--- config.mk ---
export PLATFORM = sky130hd
export DESIGN_NAME = smc_access_seq
export DESIGN_NICKNAME = d
export VERILOG_FILES = /design/src/rtl/smc_seq_pkg.sv /design/src/rtl/smc_dly_decode.sv /design/src/rtl/smc_beat_timer.sv /design/src/rtl/smc_rd_assemble.sv /design/src/rtl/smc_access_seq.sv
export SDC_FILE = /design/constraint.sdc
export NUM_CORES = 1
export LEC_CHECK = 0
export BUFFER_PORTS_ARGS = -buffer_cell sky130_fd_sc_hd__buf_2
export CORE_MARGIN = 4
export CORE_UTILIZATION = 47
export DETAILED_ROUTE_END_ITERATION = 10
export PLACE_DENSITY = 0.87
export SLEW_MARGIN = 10
export SYNTH_ARGS = -nofsm -noshare
export SYNTH_HDL_FRONTEND = slang
export SYNTH_HIERARCHICAL = 1
export SYNTH_SLANG_ARGS = --single-unit
--- constraint.sdc ---
create_clock -name clk -period 2.8 [get_ports clk]
set_clock_uncertainty 0.1 [all_clocks]
set_input_delay 0.56 -clock clk [delete_from_list [all_inputs] [get_ports clk]]
set_output_delay 0.56 -clock clk [all_outputs]
set_load 0.1 [all_outputs]
--- src/rtl/smc_seq_pkg.sv ---
`timescale 1ns/1ps
package smc_seq_pkg;

  localparam int CODE_W = 4;
  localparam int DLY_W  = 5;

  typedef enum logic [1:0] {
    ST_IDLE = 2'd0,
    ST_BEAT = 2'd1,
    ST_GAP  = 2'd2,
    ST_TURN = 2'd3
  } seq_state_e;

  // Non-linear delay table: identity through 11, stretched above.
  function automatic logic [DLY_W-1:0] decode_delay(input logic [CODE_W-1:0] code);
    logic [DLY_W-1:0] d;
    if (code < CODE_W'(12)) begin
      d = DLY_W'(code);
    end else begin
      case (code[1:0])
        2'd0:    d = DLY_W'(13);
        2'd1:    d = DLY_W'(15);
        2'd2:    d = DLY_W'(18);
        default: d = DLY_W'(23);
      endcase
    end
    return d;
  endfunction

endpackage

--- src/rtl/smc_dly_decode.sv ---
`timescale 1ns/1ps
module smc_dly_decode
  import smc_seq_pkg::*;
#(
  parameter int MIN_VL_CODE = 3
) (
  input  logic [CODE_W-1:0] code_i,
  input  logic              var_lat_i,
  output logic [DLY_W-1:0]  dly_o,
  output logic              err_o
);

  always_comb begin
    dly_o = decode_delay(code_i);
    err_o = var_lat_i && (code_i < CODE_W'(MIN_VL_CODE));
  end

  // decoded delay never shrinks below the code and is stretched above 11
  always_comb begin
    a_r1_decode_range: assert ((dly_o >= DLY_W'(code_i)) &&
                               ((code_i < CODE_W'(12)) || (dly_o > DLY_W'(code_i))) &&
                               (dly_o <= DLY_W'(23)));
  end

endmodule

--- src/rtl/smc_beat_timer.sv ---
`timescale 1ns/1ps
module smc_beat_timer #(
  parameter int CW = 5
) (
  input  logic          clk,
  input  logic          rst_n,
  input  logic          load_i,
  input  logic [CW-1:0] val_i,
  input  logic          run_i,
  output logic          zero_o
);

  logic [CW-1:0] cnt_q;
  logic [CW-1:0] cnt_d;
  logic          cnt_en;

  always_comb begin
    cnt_en = load_i || (run_i && (cnt_q != '0));
    cnt_d  = load_i ? val_i : (cnt_q - CW'(1));
  end

  always_ff @(posedge clk or negedge rst_n) begin
    if (!rst_n)      cnt_q <= '0;
    else if (cnt_en) cnt_q <= cnt_d;
  end

  assign zero_o = (cnt_q == '0);

  // an expired count stays at zero until reloaded
  a_r3_cnt_hold: assert property (@(posedge clk) disable iff (!rst_n)
    (!load_i && (cnt_q == '0)) |=> (cnt_q == '0));

endmodule

--- src/rtl/smc_rd_assemble.sv ---
`timescale 1ns/1ps
module smc_rd_assemble #(
  parameter int DATA_W = 32
) (
  input  logic              clk,
  input  logic              rst_n,
  input  logic              cap_i,
  input  logic              narrow_i,
  input  logic              half_i,
  input  logic [DATA_W-1:0] rdata_i,
  output logic              valid_o,
  output logic [DATA_W-1:0] data_o
);

  localparam int HW = DATA_W / 2;

  logic [HW-1:0]     lo_q,   lo_d;
  logic [DATA_W-1:0] word_q, word_d;
  logic              vld_q,  vld_d;
  logic              lo_en,  word_en;

  always_comb begin
    lo_en   = cap_i && narrow_i && !half_i;
    word_en = cap_i && (!narrow_i || half_i);
    lo_d    = rdata_i[HW-1:0];
    word_d  = narrow_i ? {rdata_i[HW-1:0], lo_q} : rdata_i;
    vld_d   = word_en;
  end

  always_ff @(posedge clk or negedge rst_n) begin
    if (!rst_n) begin
      lo_q   <= '0;
      word_q <= '0;
      vld_q  <= 1'b0;
    end else begin
      vld_q <= vld_d;
      if (lo_en)   lo_q   <= lo_d;
      if (word_en) word_q <= word_d;
    end
  end

  assign valid_o = vld_q;
  assign data_o  = word_q;

  // a word is only presented after a capture
  a_r9_valid_after_cap: assert property (@(posedge clk) disable iff (!rst_n)
    valid_o |-> $past(cap_i));

endmodule

--- src/rtl/smc_access_seq.sv ---
`timescale 1ns/1ps
module smc_access_seq
  import smc_seq_pkg::*;
#(
  parameter int ADDR_W = 24,
  parameter int DATA_W = 32,
  parameter int LEN_W  = 4
) (
  input  logic              clk,
  input  logic              rst_n,
  input  logic [3:0]        cfg_dly_code,
  input  logic              cfg_narrow,
  input  logic              cfg_var_lat,
  input  logic              req_start,
  input  logic              req_write,
  input  logic [LEN_W-1:0]  req_len,
  input  logic [ADDR_W-1:0] req_addr,
  input  logic [DATA_W-1:0] req_wdata,
  input  logic [DATA_W-1:0] mem_rdata,
  output logic              mem_cs,
  output logic              mem_oe,
  output logic              mem_we,
  output logic              mem_capture,
  output logic [ADDR_W-1:0] mem_addr,
  output logic [DATA_W-1:0] mem_wdata,
  output logic              cfg_err,
  output logic              rd_valid,
  output logic [DATA_W-1:0] rd_data,
  output logic              done
);

  localparam int BW = LEN_W + 1;
  localparam int HW = DATA_W / 2;

  seq_state_e        state_q, state_d;
  logic [DLY_W-1:0]  dly_q;
  logic              wr_q, vl_q, nar_q;
  logic [BW-1:0]     left_q, left_d;
  logic [BW-1:0]     idx_q, idx_d;
  logic [ADDR_W-1:0] addr_q, addr_d;
  logic [DATA_W-1:0] wdata_q;
  logic              err_q, err_d;

  logic [DLY_W-1:0]  dec_dly;
  logic              dec_err;
  logic              accept, start_ok, beat_end, last_beat, gap_mode;
  logic              tmr_load, tmr_zero;
  logic [DLY_W-1:0]  tmr_val;
  logic [BW-1:0]     tot_m1;
  logic              beat_en;

  smc_dly_decode #(.MIN_VL_CODE(3)) u_decode (
    .code_i    (cfg_dly_code),
    .var_lat_i (cfg_var_lat),
    .dly_o     (dec_dly),
    .err_o     (dec_err)
  );

  // ---- request acceptance and beat bookkeeping ----
  always_comb begin
    accept    = req_start && ((state_q == ST_IDLE) || (state_q == ST_TURN));
    start_ok  = accept && !dec_err;
    gap_mode  = wr_q || vl_q;
    last_beat = (left_q == '0);
    beat_end  = (state_q == ST_BEAT) && tmr_zero;
    beat_en   = start_ok || beat_end;
    err_d     = accept && dec_err;

    if (req_write)       tot_m1 = BW'(cfg_narrow);
    else if (cfg_narrow) tot_m1 = {req_len, 1'b1};
    else                 tot_m1 = {1'b0, req_len};

    left_d = start_ok ? tot_m1 : (left_q - BW'(1));
    idx_d  = start_ok ? '0 : (idx_q + BW'(1));
    addr_d = start_ok ? req_addr
                      : (addr_q + (nar_q ? ADDR_W'(2) : ADDR_W'(4)));
  end

  // ---- beat timer control ----
  always_comb begin
    tmr_load = start_ok ||
               (beat_end && !last_beat && !gap_mode) ||
               (state_q == ST_GAP);
    if (start_ok)
      tmr_val = (!req_write && !cfg_var_lat) ? (dec_dly + DLY_W'(1)) : dec_dly;
    else
      tmr_val = dly_q;
  end

  smc_beat_timer #(.CW(DLY_W)) u_timer (
    .clk    (clk),
    .rst_n  (rst_n),
    .load_i (tmr_load),
    .val_i  (tmr_val),
    .run_i  (state_q == ST_BEAT),
    .zero_o (tmr_zero)
  );

  // ---- next state ----
  always_comb begin
    state_d = state_q;
    unique case (state_q)
      ST_IDLE, ST_TURN: state_d = start_ok ? ST_BEAT : ST_IDLE;
      ST_BEAT: begin
        if (beat_end) begin
          if (last_beat)     state_d = ST_TURN;
          else if (gap_mode) state_d = ST_GAP;
          else               state_d = ST_BEAT;
        end
      end
      ST_GAP:  state_d = ST_BEAT;
      default: state_d = ST_IDLE;
    endcase
  end

  // ---- registers ----
  always_ff @(posedge clk or negedge rst_n) begin
    if (!rst_n) begin
      state_q <= ST_IDLE;
      err_q   <= 1'b0;
      dly_q   <= '0;
      wr_q    <= 1'b0;
      vl_q    <= 1'b0;
      nar_q   <= 1'b0;
      wdata_q <= '0;
    end else begin
      state_q <= state_d;
      err_q   <= err_d;
      if (start_ok) begin
        dly_q   <= dec_dly;
        wr_q    <= req_write;
        vl_q    <= cfg_var_lat;
        nar_q   <= cfg_narrow;
        wdata_q <= req_wdata;
      end
    end
  end

  always_ff @(posedge clk or negedge rst_n) begin
    if (!rst_n) begin
      left_q <= '0;
      idx_q  <= '0;
      addr_q <= '0;
    end else if (beat_en) begin
      idx_q  <= idx_d;
      addr_q <= addr_d;
      if (start_ok || !last_beat) left_q <= left_d;
    end
  end

  // ---- read word assembly ----
  smc_rd_assemble #(.DATA_W(DATA_W)) u_rdasm (
    .clk      (clk),
    .rst_n    (rst_n),
    .cap_i    (mem_capture),
    .narrow_i (nar_q),
    .half_i   (idx_q[0]),
    .rdata_i  (mem_rdata),
    .valid_o  (rd_valid),
    .data_o   (rd_data)
  );

  // ---- outputs ----
  always_comb begin
    mem_cs      = (state_q == ST_BEAT) || (state_q == ST_GAP);
    mem_oe      = !wr_q && (state_q == ST_BEAT);
    mem_we      = wr_q && (state_q == ST_BEAT);
    mem_capture = !wr_q && beat_end;
    mem_addr    = addr_q;
    done        = (state_q == ST_TURN);
    cfg_err     = err_q;
    if (nar_q)
      mem_wdata = {{(DATA_W-HW){1'b0}}, (idx_q[0] ? wdata_q[DATA_W-1:HW] : wdata_q[HW-1:0])};
    else
      mem_wdata = wdata_q;
  end

  // ---- assertions ----
  // read and write strobes are exclusive
  a_r4_strobe_excl: assert property (@(posedge clk) disable iff (!rst_n)
    !(mem_oe && mem_we));

  // strobes only inside chip select
  a_r5_strobe_in_cs: assert property (@(posedge clk) disable iff (!rst_n)
    (mem_oe || mem_we) |-> mem_cs);

  // data is only captured while output enable is driven
  a_r2_cap_in_oe: assert property (@(posedge clk) disable iff (!rst_n)
    mem_capture |-> mem_oe);

  // chip select ends together with the done pulse
  a_r8_cs_fall_done: assert property (@(posedge clk) disable iff (!rst_n)
    $fell(mem_cs) |-> done);

  // a rejected request leaves chip select low
  a_r6_err_no_cs: assert property (@(posedge clk) disable iff (!rst_n)
    cfg_err |-> !mem_cs);

  // latched timing holds while an access runs
  a_r10_cfg_hold: assert property (@(posedge clk) disable iff (!rst_n)
    (mem_cs && $past(mem_cs)) |-> ($stable(dly_q) && $stable(wr_q) && $stable(nar_q)));

endmodule

## After elaboration in Yosys (flattened, before gate mapping)

Index checks and enable logic that the tools add are counted.

| operators by class | value |
|---|---|
| add/sub/neg operators | 5 |
| magnitude comparators | 2 |
| eq/ne operators | 6 |
| multiplexer cells | 19 |
| reduce and logical (&&, ||, !) cells | 39 |

Operators with widths:

| kind | count |
|---|---|
| $mux 32 | 2 |
| $mux 5 | 8 |
| $add 24x3->24 | 1 |
| $mux 24 | 1 |
| $mux 16 | 1 |
| $logic_and 1x1->1 | 15 |
| $pmux 5 s3 | 1 |
| $add 5x1->5 const B | 2 |
| $logic_not 5->1 | 2 |
| $sub 5x1->5 const B | 2 |
| $logic_or 1x1->1 | 9 |
| $logic_not 1->1 | 8 |
| $eq 2x2->1 const B | 3 |
| $mux 2 | 3 |
| $pmux 2 s3 | 1 |
| $reduce_bool 5->1 | 1 |
| $eq 2x1->1 const B | 2 |
| $logic_not 2->1 | 2 |
| $lt 4x2->1 const B | 1 |
| $lt 4x4->1 const B | 1 |
| $mux 3 | 1 |
| $ne 2x2->1 const B | 1 |
| $reduce_and 2->1 | 1 |
| $reduce_or 2->1 | 1 |
| $mux 1 | 1 |

| storage, ports and cells | value |
|---|---|
| flip-flop bits (word level) | 131 |

## Longest topological paths before layout

| depth | value |
|---|---|
| depth after elaboration | 7 |
| depth in mapped cells | 11 |

## Cells and area by module

The synthesis kept the hierarchy.

By module, submodules not included:

| module | instances | cells an instance | area an instance (um^2) | seq. area each (um^2) |
|---|---|---|---|---|
| smc_access_seq | 1 | 449 | 3881.2 | 1826.8 |
| smc_rd_assemble | 1 | 185 | 2138.3 | 1226.2 |
| smc_beat_timer | 1 | 32 | 304.0 | 125.1 |
| smc_dly_decode | 1 | 9 | 65.1 | 0.0 |

## Least setup slack after synthesis

No wires, ideal clock.

| timing path | value |
|---|---|
| kind | reg2reg |
| start point | reg u_timer.cnt_q[0] |
| end point | reg u_rdasm.lo_q[10] |
| setup time | 0.125 ns |
| arrival time | 3.630 ns |
| slack | -1.055 ns |
| stages on the path, launching flop included | 11 |
| path buffers | 2 |
| cells stage by stage | dfrtp_1 -> inv_1 -> ha_1 -> or4b_4 -> inv_1 -> nand2_1 -> nor2_1 -> buf_2 -> nand2_4 -> buf_6 -> mux2_4 |

| between the ends | value |
|---|---|
| word-level cells in the longest chain between the ends | 5 |

Ends and longest elaborated chain:

| item | RTL line | source |
|---|---|---|
| start: declaration | smc_beat_timer.sv:13 | `logic [CW-1:0] cnt_q;` |
| start signal: assignment | smc_beat_timer.sv:24 | `else if (cnt_en) cnt_q <= cnt_d;` |
| $logic_not 5->1 | smc_beat_timer.sv:27 | `assign zero_o = (cnt_q == '0);` |
| named net tmr_zero | smc_access_seq.sv:47 | `logic tmr_load, tmr_zero;` |
| $logic_and 1x1->1 | smc_access_seq.sv:65 | `beat_end = (state_q == ST_BEAT) && tmr_zero;` |
| $logic_and 1x1->1 | smc_access_seq.sv:168 | `mem_capture = !wr_q && beat_end;` |
| named net mem_capture | smc_access_seq.sv:23 | `output logic mem_capture,` |
| $logic_and 1x1->1 (2 in a row) | smc_rd_assemble.sv:23 | `lo_en = cap_i && narrow_i && !half_i;` |
| end signal: assignment | smc_rd_assemble.sv:37 | `if (lo_en) lo_q <= lo_d;` |
| end: declaration | smc_rd_assemble.sv:17 | `logic [HW-1:0] lo_q, lo_d;` |

The timed path passes the listed nets, and every way through them passes these cells.
A chain may end at the register's enable or synchronous reset.

## Final worst setup path

| timing path | value |
|---|---|
| start point | reg u_timer.cnt_q[0] |
| end point | out mem_capture |

| between the ends | value |
|---|---|
| word-level cells in the longest chain between the ends | 3 |

Ends and longest elaborated chain:

| item | RTL line |
|---|---|
| $logic_not 5->1 | smc_beat_timer.sv:27 |
| named net tmr_zero | smc_access_seq.sv:47 |
| $logic_and 1x1->1 | smc_access_seq.sv:65 |
| $logic_and 1x1->1 | smc_access_seq.sv:168 |
| end: declaration | smc_access_seq.sv:23 |

The timed path passes the listed nets, and every way through them passes these cells.

==> metrics.md <==
| Metric | Value |
|---|---|
| Die ar. | 0.01552 mm2 |
| Complex-gate fraction of the synthesized area | 0.1508 |
| H-tree depth | 4 |
| DR WL/cell | 17.00 um |
| Largest family of logic cells by synthesized area | simple AND/OR/NAND/NOR gates |
| Initial antenna violation count | 0 |
| Dpl cells | 1,022 |
| Worst Setup SP | u_timer/cnt_q[0] |
| Initial DRC count | 441 |
| Die Height | 124.6 um |
| Clk root buf | clkbuf_16 |
| EDFF count, synth | 0 |
| Crit-path cells | inv_1, ha_1, or4b_4, inv_6, nand2_4, nor2_4, buf_12 |
| First-pass GRT wire length | 29.81 mm |
| Largest net degree at the start of global routing | 48 |
| Largest cells by area after synthesis | dfrtp_1, nand2_1, o22ai_1, mux2_2, a21oi_1 |
| Core footprint | 0.01330 mm2 |
| Final Cell Area | 0.008521 mm2 |
| Min Clock Period, post-route | 2.725 ns |
| Hold/Removal Path Class | in -> async |
| Setup Viol. Count Final | 0 |
| Synth area leader | dfrtp_1 |
| Main synth FF type | dfrtp_1 |
| Clk Latency, worst-skew pair | 0.41 ns |
| CP arrival | 2.06 ns |
| Layout cell share with drive strength beyond 1 | 0.3439 |
| Synth Register Bits | 127 |
| Post-DP HPWL | 12.39 mm |
| Placed Area | 0.007874 mm2 |
| Placer Congestion | 0.8394 |
| R2R setup slack | 0.18 ns |
| Ys Warns | 6 |
| Fin cells | 1,057 |
| Fin nets | 979 |
| Worst-Margin Slew | 0.9259 ns |
| Critical Path End Type | primary output |
| Fin crit share | 0.9731 |
| Hold Violations, Final | 0 |
| Share of the synthesized area in the top cell type | 0.4975 |
| Reg2Reg Depth | 12 |
| Reg2Reg Capture Point | u_rdasm/data_o[18] |
| Total via count in the routed design | 5,916 |
| Simple-Gate Fraction of Synth Area | 0.1957 |
| Reg clk slew, reported paths | 0.06 ns |
| Die Width | 124.6 um |
| Sink Count | 127 |
| CTS Buffer Depth | 2 |
| Max Clock Freq | 0.3670 GHz |
| Post-Syn Area | 0.006389 mm2 |
| Sequential share of the synthesized area | 0.4975 |
| Status | completed |
| Maxcap violations | 0 |
| Row count | 42 |
| Post-route ant nets | 0 |
| Max-slew violations | 0 |
| 1st-pass router iterations | 5 |
| CTS Buf Count | 17 |
| Total grt overflow | 0 |
| Synth Area in Adders | 0.01880 |
| Routed vias/inst | 5.597 |
| Relative slew slack | 0.3813 |
| Routed Wire Length | 17.97 mm |
| Fin Setup TNS | 0 ns |
| # diodes | 0 |
| Setup Crit Path Kind | reg -> out |
| Mux cell area share after synthesis | 0.07344 |
| Starting density of the core | 0.4805 |
| Ys async rst share | 1.000 |
| Boundary Pins | 197 |
| RSZ-0062 raised after global routing | no |
| CP max stage cell | or4b_4 |
| TritonCTS clock tree | done |
| Xor-xnor portion of the synthesized cell area | 0.02605 |
| Startpoint types | register |
| Port Buf Inserts | 196 |
| Required time of the critical path | 2.14 ns |
| Total GRT Usage | 0.2320 |
| Worst Hold Slack | 0.01821 ns |
| Syn Nets | 786 |
| Distinct cells, synth | 53 |
| # DRC | 0 |
| Syn_area_per_cell | 9.465 um2 |
| R2r startpoint | u_timer/cnt_q[0] |
| Biggest cell delay along the critical path | 0.50 ns |
| Worst-path maximum fanout | 6 |
| Via count of the first global-routing pass | 6,057 |
| Area growth, synth to finish | 33.37% |
| Cells after Synth | 675 |
[repair_timing]
action                                 CTS  global route
resized for setup                        1             2
setup endpoints to repair                1             6
hold buffers                             0             0
endpoints found under the hold margin    0             0
buffers inserted                         2             2
pin swaps                                1             1
[state kept, by name, summed over array words and instances, names as in the netlist]
signal	count
wdata_q	32
idx_q	1
u_rdasm/lo_q	16
wr_q	1
dly_q	5
u_timer/cnt_q	5
mem_addr	24
vl_q	1
nar_q	1
left_q	5
u_rdasm/valid_o	1
state_q	2
u_rdasm/data_o	32
cfg_err	1
[placed cells by master, fill, tap and decap left out, types with 4 or more instances in the layout]
cell,synthesis,routed
a21oi_1,42,42
a31oi_1,10,10
and3_1,5,5
buf_12,0,21
buf_2,10,178
buf_4,1,18
clkbuf_16,0,17
clkinv_4,0,6
dfrtp_1,127,124
ha_1,8,8
inv_1,15,14
inv_6,0,4
mux2_2,23,23
mux2_4,10,10
mux2i_1,6,6
nand2_1,156,155
nand3_1,11,11
nand4_1,5,5
nor2_1,20,18
nor2b_1,22,21
nor3_1,5,5
o21ai_0,26,26
o22ai_1,64,64
o31ai_1,10,10
or3_1,8,7
or4_1,9,9
xnor2_1,12,12
xor2_1,7,7
[synth_stat cells (all sizes together) (2+ instances only)]
library cell    n
nand2         157
dfrtp         127
o22ai          64
a21oi          43
mux2           33
clkbuf         29
o21ai          26
nor2b          23
nor2           20
inv            15
buf            14
xnor2          12
nand3          11
o31ai          11
a31oi          10
or4             9
ha              8
or3             8
and3            7
xor2            7
mux2i           6
nand4           6
nor3            5
nand2b          3
nor4            3
or4b            3
and2            2
[metrics by stage]
step | utilization | worst slack, ns
floorplan | - | -0.01365
global placement | 0.5922 | 0.1992
detailed placement | 0.5922 | 0.1477
CTS | 0.6392 | 0.06240
global route | 0.6409 | 0.008090
finish | 0.6409 | 0.07537
[kinds of logic (layout without fill, tap and decap cells)]
family / Yosys count / in the layout
and+or+nand+nor: 262 / 262
AOI/OAI and AO/OA: 161 / 161
DFF: 127 / 127
buffers and inverters: 58 / 264
muxes: 39 / 39
xor gates and xnor gates: 19 / 19
adders and majority gates: 9 / 9
[worst max-delay path, delay by kind of cell (launching register included)]
| kind | cells | cell delay, ns |
|---|---|---|
| adders and majority gates | 1 | 0.17 |
| buffers and inverters | 3 | 0.37 |
| DFF | 1 | 0.37 |
| and+or+nand+nor | 3 | 0.74 |
[layout make-up]
class                           instances  area (um2)
Clock buffer                           17       425.4
Clock inverter                         15       186.4
Fill cell                            1028        4775
Inverter                               15       61.31
Multi-Input combinational cell        490        2999
Sequential cell                       127        3182
Tap cell                              176       220.2
Timing Repair Buffer                  217        1446
[routing by layer]
metal,GRT usage,vias up,part of all wire
met1,0.2984,2837,0.42
met3,0.07333,33,0.083
li1,-,2781,-
met5,0,-,0
met4,0.07737,0,0.017
met2,0.3728,265,0.48
[worst max-delay path by stage]
stage                    endpoint  slack (ns)  cells after the start
floorplan           mem_wdata[21]       -0.01                      3
global placement     mem_addr[18]        0.20                      8
detailed placement   mem_addr[18]        0.15                      8
CTS                   mem_capture        0.06                      7
global route          mem_capture       0.008                      7
finish                mem_capture        0.08                      7
Power is not shown: default switching activity piles up to over one toggle a cycle in this logic, so the estimate is an artifact.
